[config.mk]
export PLATFORM = sky130hd
export DESIGN_NAME = tmr_top
export DESIGN_NICKNAME = d
export VERILOG_FILES = /design/src/rtl/tmr_pkg.sv /design/src/rtl/tmr_prescaler.sv /design/src/rtl/tmr_channel.sv /design/src/rtl/tmr_top.sv
export SDC_FILE = /design/constraint.sdc
export NUM_CORES = 1
export LEC_CHECK = 0
export BUFFER_PORTS_ARGS = -buffer_cell sky130_fd_sc_hd__buf_4
export CAP_MARGIN = 25
export CORE_MARGIN = 2
export CORE_UTILIZATION = 44
export CTS_CLUSTER_SIZE = 10
export DETAILED_ROUTE_END_ITERATION = 6
export MAX_ROUTING_LAYER = met4
export SLEW_MARGIN = 20
export SYNTH_ARGS = -nofsm -noshare
export SYNTH_HDL_FRONTEND = slang
export SYNTH_HIERARCHICAL = 1
export SYNTH_SLANG_ARGS = --single-unit
[constraint.sdc]
create_clock -name clk_i -period 4.9 [get_ports clk_i]
set_clock_uncertainty 0.1 [all_clocks]
set_input_delay 0.49 -clock clk_i [delete_from_list [all_inputs] [get_ports clk_i]]
set_output_delay 0.49 -clock clk_i [all_outputs]
set_load 0.05 [all_outputs]
[src/rtl/tmr_pkg.sv]
package tmr_pkg;
  localparam int unsigned NUM_CH    = 3;
  localparam int unsigned OFS_OUTCTL = 0;
  localparam int unsigned OFS_START  = 4;
  localparam int unsigned OFS_CH0    = 8;
  localparam int unsigned CH_STRIDE  = 12;
  localparam int unsigned SLOT_RLD   = 0;
  localparam int unsigned SLOT_CNT   = 4;
  localparam int unsigned SLOT_CTL   = 8;
  localparam int unsigned FLAG_BIT   = 8;
  localparam int unsigned IE_BIT     = 5;
  localparam int unsigned CODE_W     = 3;
  localparam int unsigned MAX_CODE   = 4;
  localparam int unsigned CTL_W      = 16;

  typedef struct packed {
    logic              flag;
    logic              ie;
    logic [CODE_W-1:0] code;
  } ctl_t;

  function automatic logic [CTL_W-1:0] ctl_pack(ctl_t c);
    logic [CTL_W-1:0] r;
    r = '0;
    r[FLAG_BIT]   = c.flag;
    r[IE_BIT]     = c.ie;
    r[CODE_W-1:0] = c.code;
    return r;
  endfunction
endpackage

[src/rtl/tmr_prescaler.sv]
module tmr_prescaler
  import tmr_pkg::*;
#(
  parameter int unsigned PSC_W = 10
) (
  input  logic              clk_i,
  input  logic              rst_ni,
  input  logic              run_i,
  input  logic [CODE_W-1:0] code_i,
  output logic              tick_o
);
  logic [PSC_W-1:0] cnt_q;
  logic [PSC_W-1:0] mask;
  logic             code_ok;

  // held at zero while stopped, so the first tick is a full period after start
  always_ff @(posedge clk_i or negedge rst_ni) begin
    if (!rst_ni)     cnt_q <= '0;
    else if (!run_i) cnt_q <= '0;
    else             cnt_q <= cnt_q + 1'b1;
  end

  always_comb begin
    mask    = ~({PSC_W{1'b1}} << (2 * int'(code_i) + 2));
    code_ok = (code_i <= CODE_W'(MAX_CODE));
  end

  assign tick_o = run_i && code_ok && ((cnt_q & mask) == mask);
endmodule

[src/rtl/tmr_channel.sv]
module tmr_channel
  import tmr_pkg::*;
#(
  parameter int unsigned CNT_W = 32,
  parameter int unsigned PSC_W = 10
) (
  input  logic             clk_i,
  input  logic             rst_ni,
  input  logic             run_i,
  input  logic             wr_rld_i,
  input  logic             wr_cnt_i,
  input  logic             wr_ctl_i,
  input  logic [CNT_W-1:0] wdata_i,
  output logic [CNT_W-1:0] rld_o,
  output logic [CNT_W-1:0] cnt_o,
  output ctl_t             ctl_o,
  output logic             tick_o,
  output logic             irq_o
);
  logic [CNT_W-1:0] rld_q, cnt_q;
  ctl_t             ctl_q;
  logic             tick, uf, flag_nxt, irq_q;

  tmr_prescaler #(.PSC_W(PSC_W)) u_psc (
    .clk_i  (clk_i),
    .rst_ni (rst_ni),
    .run_i  (run_i),
    .code_i (ctl_q.code),
    .tick_o (tick)
  );

  assign uf = tick && !wr_cnt_i && (cnt_q == '0);

  always_ff @(posedge clk_i or negedge rst_ni) begin
    if (!rst_ni)       rld_q <= '1;
    else if (wr_rld_i) rld_q <= wdata_i;
  end

  // bus write beats the tick
  always_ff @(posedge clk_i or negedge rst_ni) begin
    if (!rst_ni)       cnt_q <= '1;
    else if (wr_cnt_i) cnt_q <= wdata_i;
    else if (uf)       cnt_q <= rld_q;
    else if (tick)     cnt_q <= cnt_q - 1'b1;
  end

  // hardware set beats a software clear
  always_comb flag_nxt = (wr_ctl_i ? wdata_i[FLAG_BIT] : ctl_q.flag) | uf;

  always_ff @(posedge clk_i or negedge rst_ni) begin
    if (!rst_ni) begin
      ctl_q <= '0;
    end else begin
      ctl_q.flag <= flag_nxt;
      if (wr_ctl_i) begin
        ctl_q.ie   <= wdata_i[IE_BIT];
        ctl_q.code <= wdata_i[CODE_W-1:0];
      end
    end
  end

  always_ff @(posedge clk_i or negedge rst_ni) begin
    if (!rst_ni) irq_q <= 1'b0;
    else         irq_q <= ctl_q.flag & ctl_q.ie;
  end

  assign rld_o  = rld_q;
  assign cnt_o  = cnt_q;
  assign ctl_o  = ctl_q;
  assign tick_o = tick;
  assign irq_o  = irq_q;
endmodule

[src/rtl/tmr_top.sv]
module tmr_top
  import tmr_pkg::*;
#(
  parameter int unsigned CNT_W  = 32,
  parameter int unsigned PSC_W  = 10,
  parameter int unsigned ADDR_W = 6,
  parameter int unsigned BYTE_W = 8
) (
  input  logic              clk_i,
  input  logic              rst_ni,
  input  logic              wr_en_i,
  input  logic              rd_en_i,
  input  logic [ADDR_W-1:0] addr_i,
  input  logic [CNT_W-1:0]  wdata_i,
  output logic [CNT_W-1:0]  rdata_o,
  output logic [NUM_CH-1:0] irq_o
);
  logic [BYTE_W-1:0] outctl_q, start_q;
  logic [NUM_CH-1:0][CNT_W-1:0]  rld_w, cnt_w;
  ctl_t [NUM_CH-1:0]             ctl_w;
  logic [NUM_CH-1:0]             tick_w, wr_cnt_w, wr_ctl_w, flag_w, ie_w;
  logic [NUM_CH-1:0][CODE_W-1:0] code_w;

  always_ff @(posedge clk_i or negedge rst_ni) begin
    if (!rst_ni) begin
      outctl_q <= '0;
      start_q  <= '0;
    end else if (wr_en_i) begin
      if (addr_i == ADDR_W'(OFS_OUTCTL)) outctl_q <= wdata_i[BYTE_W-1:0];
      if (addr_i == ADDR_W'(OFS_START))  start_q  <= wdata_i[BYTE_W-1:0];
    end
  end

  for (genvar n = 0; n < NUM_CH; n++) begin : g_ch
    localparam int unsigned BASE = OFS_CH0 + CH_STRIDE * n;
    logic wr_rld;
    assign wr_rld      = wr_en_i && (addr_i == ADDR_W'(BASE + SLOT_RLD));
    assign wr_cnt_w[n] = wr_en_i && (addr_i == ADDR_W'(BASE + SLOT_CNT));
    assign wr_ctl_w[n] = wr_en_i && (addr_i == ADDR_W'(BASE + SLOT_CTL));

    tmr_channel #(.CNT_W(CNT_W), .PSC_W(PSC_W)) u_ch (
      .clk_i    (clk_i),
      .rst_ni   (rst_ni),
      .run_i    (start_q[n]),
      .wr_rld_i (wr_rld),
      .wr_cnt_i (wr_cnt_w[n]),
      .wr_ctl_i (wr_ctl_w[n]),
      .wdata_i  (wdata_i),
      .rld_o    (rld_w[n]),
      .cnt_o    (cnt_w[n]),
      .ctl_o    (ctl_w[n]),
      .tick_o   (tick_w[n]),
      .irq_o    (irq_o[n])
    );

    assign flag_w[n] = ctl_w[n].flag;
    assign ie_w[n]   = ctl_w[n].ie;
    assign code_w[n] = ctl_w[n].code;
  end

  always_comb begin
    rdata_o = '0;
    if (rd_en_i) begin
      if (addr_i == ADDR_W'(OFS_OUTCTL)) rdata_o = CNT_W'(outctl_q);
      if (addr_i == ADDR_W'(OFS_START))  rdata_o = CNT_W'(start_q);
      for (int n = 0; n < NUM_CH; n++) begin
        if (addr_i == ADDR_W'(OFS_CH0 + CH_STRIDE * n + SLOT_RLD)) rdata_o = rld_w[n];
        if (addr_i == ADDR_W'(OFS_CH0 + CH_STRIDE * n + SLOT_CNT)) rdata_o = cnt_w[n];
        if (addr_i == ADDR_W'(OFS_CH0 + CH_STRIDE * n + SLOT_CTL)) rdata_o = CNT_W'(ctl_pack(ctl_w[n]));
      end
    end
  end
endmodule

# Yosys cells after proc, flatten, opt, wreduce, memory -nomap -nowiden
# Index checks and enable logic that the tools add are counted.
op_classes:
  n_reduce_logical: 33
  eq_ne: 13
  bitwise_logic: 12
  addsub: 9
  shifts: 3
  n_mux: 27
  div: 0
  multipliers: 0
  n_lt_le_gt_ge: 3
op_table:
  columns: ["op", "n"]
  rows:
  - ["$mux W32", 20]
  - ["$logic_not A32 Y1", 3]
  - ["$sub A32 B1 Y32 const B", 3]
  - ["$add A10 B1 Y10 const B", 3]
  - ["$and A10 B10 Y10", 3]
  - ["$eq A10 B10 Y1", 3]
  - ["$mux W10", 3]
  - ["$not A10 Y10", 3]
  - ["$shl A10 B5 Y10 const A", 3]
  - ["$eq A6 B5 Y1 const B", 4]
  - ["$logic_and A1 B1 Y1", 21]
  - ["$eq A6 B6 Y1 const B", 3]
  - ["$add A4 B2 Y5 const B", 3]
  - ["$eq A6 B4 Y1 const B", 2]
  - ["$le A3 B3 Y1 const B", 3]
  - ["$reduce_bool A3 Y1", 3]
  - ["$mux W8", 1]
  - ["$eq A6 B3 Y1 const B", 1]
  - ["$logic_not A6 Y1", 1]
  - ["$reduce_and A2 Y1", 2]
  - ["$and A1 B1 Y1", 3]
  - ["$logic_not A1 Y1", 3]
  - ["$mux W1", 3]
  - ["$or A1 B1 Y1", 3]
word_totals:
  mem_count: 0
  out_inout_bits: 35
  elab_cells: 123
  latch_bits: 0
  rom_bits: 0
  reg_bits: 256
  inputBits: 42
  ramBits: 0

# Depth between registers and ports, before layout
depth:
  word_depth: 13
  depth_mapped: 15

# Cells and area by module
# The synthesis kept the hierarchy.
modules_own_cells:
  columns: ["module", "instances", "seq_area_each_um2", "area_per_inst_um2", "cells_each"]
  rows:
  - ["tmr_channel", 3, 1831.8, 3776.1, 367]
  - ["tmr_top", 1, 400.4, 2297.2, 269]
  - ["tmr_prescaler", 3, 250.2, 601.8, 63]

# Least setup slack after synthesis
# OpenSTA, ideal clock, no wires.
synth_timing:
  path_type: "register -> register"
  start: "register g_ch[0].u_ch.ctl_q (netlist bit g_ch[0].u_ch/ctl_o[1])"
  end: "register g_ch[0].u_ch.cnt_q[13]"
  t_required_ns: 4.717
  n_path_buf: 3
  stages_incl_launch_ff: 16
  setup_time_ns: 0.083
  arrival_ns: 3.263
  slack_ns: 1.454
  synth_period_minus_slack_ns: 3.446
  cell_sequence: "dfrtp_1 > ha_1 > inv_1 > ha_1 > a31o_2 > a211o_1 > a2111oi_1 > nor2b_1 > clkbuf_1 > nand4b_1 > or3_1 > buf_2 > buf_6 > nor2_2 > a21oi_1 > a221o_1"
synth_between:
  elab_chain_len: 10
  elab_cells_between_ends: 13
  classes_between: "add/sub (1); order compare (1); eq/ne (1); shift (1); mux (2); bitwise (2); reduce/logical (5)"
synth_lines:
  columns: ["element", "line_no", "text"]
  rows:
  - ["start: declaration", "tmr_channel.sv:21", "ctl_t ctl_q;"]
  - ["$add A4 B2 Y5", "tmr_prescaler.sv:24", "mask = ~({PSC_W{1'b1}} << (2 * int'(code_i) + 2));"]
  - ["$shl A10 B5 Y10", "tmr_prescaler.sv:24", null]
  - ["$not A10 Y10", "tmr_prescaler.sv:24", null]
  - ["$and A10 B10 Y10", "tmr_prescaler.sv:28", "assign tick_o = run_i && code_ok && ((cnt_q & mask) == mask);"]
  - ["$eq A10 B10 Y1", "tmr_prescaler.sv:28", null]
  - ["$logic_and A1 B1 Y1 (*)", "tmr_prescaler.sv:28", null]
  - ["named net tick_w[0]", "tmr_top.sv:21", "logic [NUM_CH-1:0] tick_w, wr_cnt_w, wr_ctl_w, flag_w, ie_w;"]
  - ["$logic_and A1 B1 Y1 (2 in a row)", "tmr_channel.sv:32", "assign uf = tick && !wr_cnt_i && (cnt_q == '0);"]
  - ["$mux W32", "tmr_channel.sv:43", "else if (uf) cnt_q <= rld_q;"]
  - ["$mux W32", "tmr_channel.sv:42", "else if (wr_cnt_i) cnt_q <= wdata_i;"]
  - ["end signal: assignment", "tmr_channel.sv:42", null]
  - ["end signal: assignment", "tmr_channel.sv:43", null]
  - ["end signal: assignment", "tmr_channel.sv:44", "else if (tick) cnt_q <= cnt_q - 1'b1;"]
  - ["end: declaration", "tmr_channel.sv:20", "logic [CNT_W-1:0] rld_q, cnt_q;"]
# Mark *: on every way through the listed nets, which the timed path passes. The rest lies on a longest branch.
# A chain may end at the register's enable or synchronous reset.

# Final worst setup path
layout_timing:
  start: "register g_ch[1].u_ch.ctl_q (netlist bit g_ch[1].u_ch/ctl_o[1])"
  end: "register g_ch[1].u_ch.cnt_q[19]"
layout_between:
  elab_chain_len: 10
  elab_cells_between_ends: 13
  classes_between: "add/sub (1); order compare (1); eq/ne (1); shift (1); mux (2); bitwise (2); reduce/logical (5)"
layout_lines:
  columns: ["element", "line_no"]
  rows:
  - ["start: declaration", "tmr_channel.sv:21"]
  - ["$add A4 B2 Y5", "tmr_prescaler.sv:24"]
  - ["$shl A10 B5 Y10", "tmr_prescaler.sv:24"]
  - ["$not A10 Y10", "tmr_prescaler.sv:24"]
  - ["$and A10 B10 Y10", "tmr_prescaler.sv:28"]
  - ["$eq A10 B10 Y1", "tmr_prescaler.sv:28"]
  - ["$logic_and A1 B1 Y1 (*)", "tmr_prescaler.sv:28"]
  - ["named net tick_w[1]", "tmr_top.sv:21"]
  - ["$logic_and A1 B1 Y1 (2 in a row)", "tmr_channel.sv:32"]
  - ["$mux W32", "tmr_channel.sv:43"]
  - ["$mux W32", "tmr_channel.sv:42"]
  - ["end signal: assignment", "tmr_channel.sv:42"]
  - ["end signal: assignment", "tmr_channel.sv:43"]
  - ["end signal: assignment", "tmr_channel.sv:44"]
  - ["end: declaration", "tmr_channel.sv:20"]
# Marked as above.

==> run summary <==
CTS H-tree lvls: 2
Initial antenna violation count: 0
Largest net degree at the start of global routing: 118
RSZ-0062 raised after global routing: false
Main flop type after synthesis: dfstp_2
Post-synth top area share: 32.7%
Final core utilization: 50.4%
CTS Buffer Depth: 3
Overflow left after global routing: 0
Max-cap violations: 0
Commonest non-fill, non-tap cell in the layout: dfstp_2
Most frequent CP cell: ha_1
Std-Cell Rows: 68
Hold Path Class: in2async
Seq/Total Area, Yosys: 43.1%
Cell taking the most area after synthesis: dfstp_2
Setup violators final: 0
Final HPWL DP: 34300 um
Worst-Skew Late Latency: 510 ps
Worst R2R End: g_ch[1].u_ch/cnt_o[19]$_DFFE_PN1P_
Total global-route track usage: 28.0%
Post-synth EDFFs: 0
Unique cell type count in the Yosys netlist: 66
WL per Instance: 24.0 um
CTS Root Cell: clkbuf_16
Failing checks: negative hold slack
Sw frac: 29.4%
Die H: 191 um
Tcrit/Tclk final: 86.7%
Synth Area per Inst: 9.90 um2
R2r startpoint: g_ch[1].u_ch/ctl_o[1]$_DFFE_PN0P_
Net Sw Power: 1.87 mW
Hold buffers post-CTS: 0
Simple-Gate Fraction of Synth Area: 17.5%
RePlAce Congestion: 0.937
Worst path buffer plus inverter count: 2
IO Count: 77
VDD IR max: 0.227 mV
Nets: 1655
Fin Hold WS: -75.5 ps
CTS buffer count: 34
Synthesized area: 0.0154 mm2
Share of cells above drive strength 1: 31.2%
Gate power share: 16.9%
Maximum clock frequency: 0.235 GHz
Post-CTS resize count: 0
Synthesized-area fraction occupied by xor and xnor cells: 4.60%
Filler cells: 3275
CTS Sinks: 256
Worst EP required: 5220 ps
CTS tree: built
Status: finished with violations
Final min period: 4250 ps
Number of diodes: 0
Final setup margin: 653 ps
CP arrival: 4570 ps
Crit path largest cell delay: 810 ps
Yosys warns: 6
Number of global-route vias before repair: 12800
Multiplexer share of the synthesized area: 11.0%
Hold Violations, Final: 18
Routed vias: 13200
CP Cell Sequence: ha_1 > inv_1 > ha_1 > a31o_2 > a211o_1 > a2111oi_2 > nor2b_1 > nand4b_1 > or3_1 > buf_4 > nor2_1 > a211oi_1 > a221o_1
CP Capture Type: flop
Post-Syn Instances: 1559
Initial Util: 44.7%
Placement Setup Slack: 740 ps
Top Family by Delay on Critical Path: simple AND/OR/NAND/NOR gates
Power share of the clock group: 37.9%
Cell depth of the worst flop-to-flop path: 13
Critical path fanouts, max: 24
Yosys reg bits: 256
Multi-input logic area: 0.00821 mm2
Syn nets: 1622
Synth Area in Adders: 1.70%
Pwr dens: 364 mW/mm2
Most frequent cells in the layout: dfstp_2, mux2_2, o21ai_0
Antenna Nets Post-Route: 0
Fin. max-slew vios: 0
Worst Tran Pin Value: 1020 ps
Leakage power figure: 6.77 nW
Top cells by area, synth: dfstp_2, dfrtp_1, mux2_2
Die ar.: 0.0366 mm2
Max_slew headroom: 31.6%
Placed Cells: 2011
CP Launch Type: flop
First-pass GRT wire length: 76900 um
Flop-to-flop setup slack: 650 ps
Post-CTS setup repair buffer count: 0
Via-per-instance ratio: 6.38
Finished Layout Cells: 2069
Horiz. Die Dim: 191 um
Core area: 0.0345 mm2
Main combinational cell family by area after synthesis: compound AO/OA/AOI/OAI gates
Clock slew at reported path FFs: 50 ps
Register area: 0.00665 mm2
Total routed wirelength: 49700 um
Compound-cell area share of the yosys netlist: 18.3%
Buffers on Ports: 76
Post-synth ARST share: 100%
Part of the power in registers: 45.2%
Area delta synth->final: 12.7%
DRC Markers: 0
TNS Setup: 0 ps
DRT iter0 DRCs: 1102
Worst Setup Path Type: reg2reg
Drt first pass iters: 6
Pint: 4.47 mW
Slowest cell on crit path: or3_1
==> cell families after synthesis <==
| family | after synthesis |
|---|---|
| simple gates | 482 |
| compound gates | 437 |
| flops | 256 |
| mux | 145 |
| buf+inv | 137 |
| xor+xnor | 81 |
| fa+ha+maj | 21 |
==> per-layer routing <==
layer	track usage, %	vias up	part of all wire (%)
met5	-	-	0
met4	9.85	0	3.6
met3	3.25	96	5.5
met2	43.5	473	46
met1	38.0	6686	44
li1	-	5935	-
==> cell usage after synthesis (4+ instances only) <==
master,number
buf_1,12
mux2_2,124
buf_2,35
nand3_1,43
nand2b_1,6
clkbuf_1,50
a211o_1,6
mux2i_1,14
o22ai_1,6
a221o_1,15
and3_1,14
nor3_1,30
nor4_1,39
or4_1,18
nand4b_1,5
o31ai_1,6
dfrtp_1,64
o221ai_1,5
nand4_1,10
nand3b_1,5
o21a_1,8
nor2b_1,12
and2_1,18
o211ai_1,22
a31o_2,4
a211oi_1,14
nor3b_1,70
a31oi_1,26
a22oi_1,88
nor2_2,6
nand2_1,100
or3_2,6
ha_1,21
or3_1,15
mux4_2,7
a221oi_1,4
xnor2_1,39
dfstp_2,192
nor2_1,73
o21ai_0,105
xor2_1,42
a21oi_1,98
inv_1,31
==> worst max path at each step <==
stage	startpoint	to	slack, ps	depth (start not counted)
2_1_floorplan	g_ch[0].u_ch/ctl_o[1]$_DFFE_PN0P_	g_ch[0].u_ch/cnt_o[13]$_DFFE_PN1P_	1450	15
4_1_cts	g_ch[0].u_ch/ctl_o[1]$_DFFE_PN0P_	g_ch[0].u_ch/cnt_o[15]$_DFFE_PN1P_	730	13
6_report	g_ch[1].u_ch/ctl_o[1]$_DFFE_PN0P_	g_ch[1].u_ch/cnt_o[19]$_DFFE_PN1P_	650	13
5_1_grt	g_ch[1].u_ch/ctl_o[1]$_DFFE_PN0P_	g_ch[1].u_ch/cnt_o[21]$_DFFE_PN1P_	340	13
3_5_place_dp	g_ch[0].u_ch/ctl_o[1]$_DFFE_PN0P_	g_ch[0].u_ch/cnt_o[15]$_DFFE_PN1P_	740	13
3_3_place_gp	g_ch[0].u_ch/ctl_o[1]$_DFFE_PN0P_	g_ch[0].u_ch/cnt_o[15]$_DFFE_PN1P_	840	13
==> final cells by class <==
type / count / share of cell area (%)
Sequential cell: 256 / 38.2
Clock inverter: 6 / 0.338
Clock buffer: 52 / 5.80
Tap cell: 455 / 3.27
Timing Repair Buffer: 100 / 4.43
Inverter: 34 / 0.734
Multi-Input combinational cell: 1166 / 47.2
==> registers in the layout, indices dropped and copies added (netlist names) <==
signal	flops
outctl_q	8
g_ch.u_ch/rld_o	96
g_ch.u_ch/ctl_o	15
start_q	8
g_ch.u_ch/u_psc/cnt_q	30
g_ch.u_ch/irq_o	3
g_ch.u_ch/cnt_o	96
==> through the flow <==
stage	cell area (um2)	power, mW
5_1_grt	17400	6.63
4_1_cts	17400	6.37
2_1_floorplan	15400	3.53
3_3_place_gp	16300	3.92
6_report	17400	6.34
3_5_place_dp	16300	3.94
==> worst register-to-register path, cell delays in order (launching register included) <==
cell	delay [ps]
dfrtp_1	460
ha_1	180
inv_1	40
ha_1	160
a31o_2	210
a211o_1	300
a2111oi_2	360
nor2b_1	360
nand4b_1	330
or3_1	810
buf_4	380
nor2_1	120
a211oi_1	60
a221o_1	290
==> power by group through the flow <==
| stage | Clock (mW) | Combinational [mW] | Sequential [mW] |
|---|---|---|---|
| floorplan | 0 | 0.761 | 2.77 |
| global placement | 0 | 1.04 | 2.88 |
| detailed placement | 0 | 1.05 | 2.89 |
| CTS | 2.45 | 1.06 | 2.86 |
| global route | 2.54 | 1.18 | 2.91 |
| finish | 2.40 | 1.07 | 2.87 |
(Power assumes the default switching activity.)
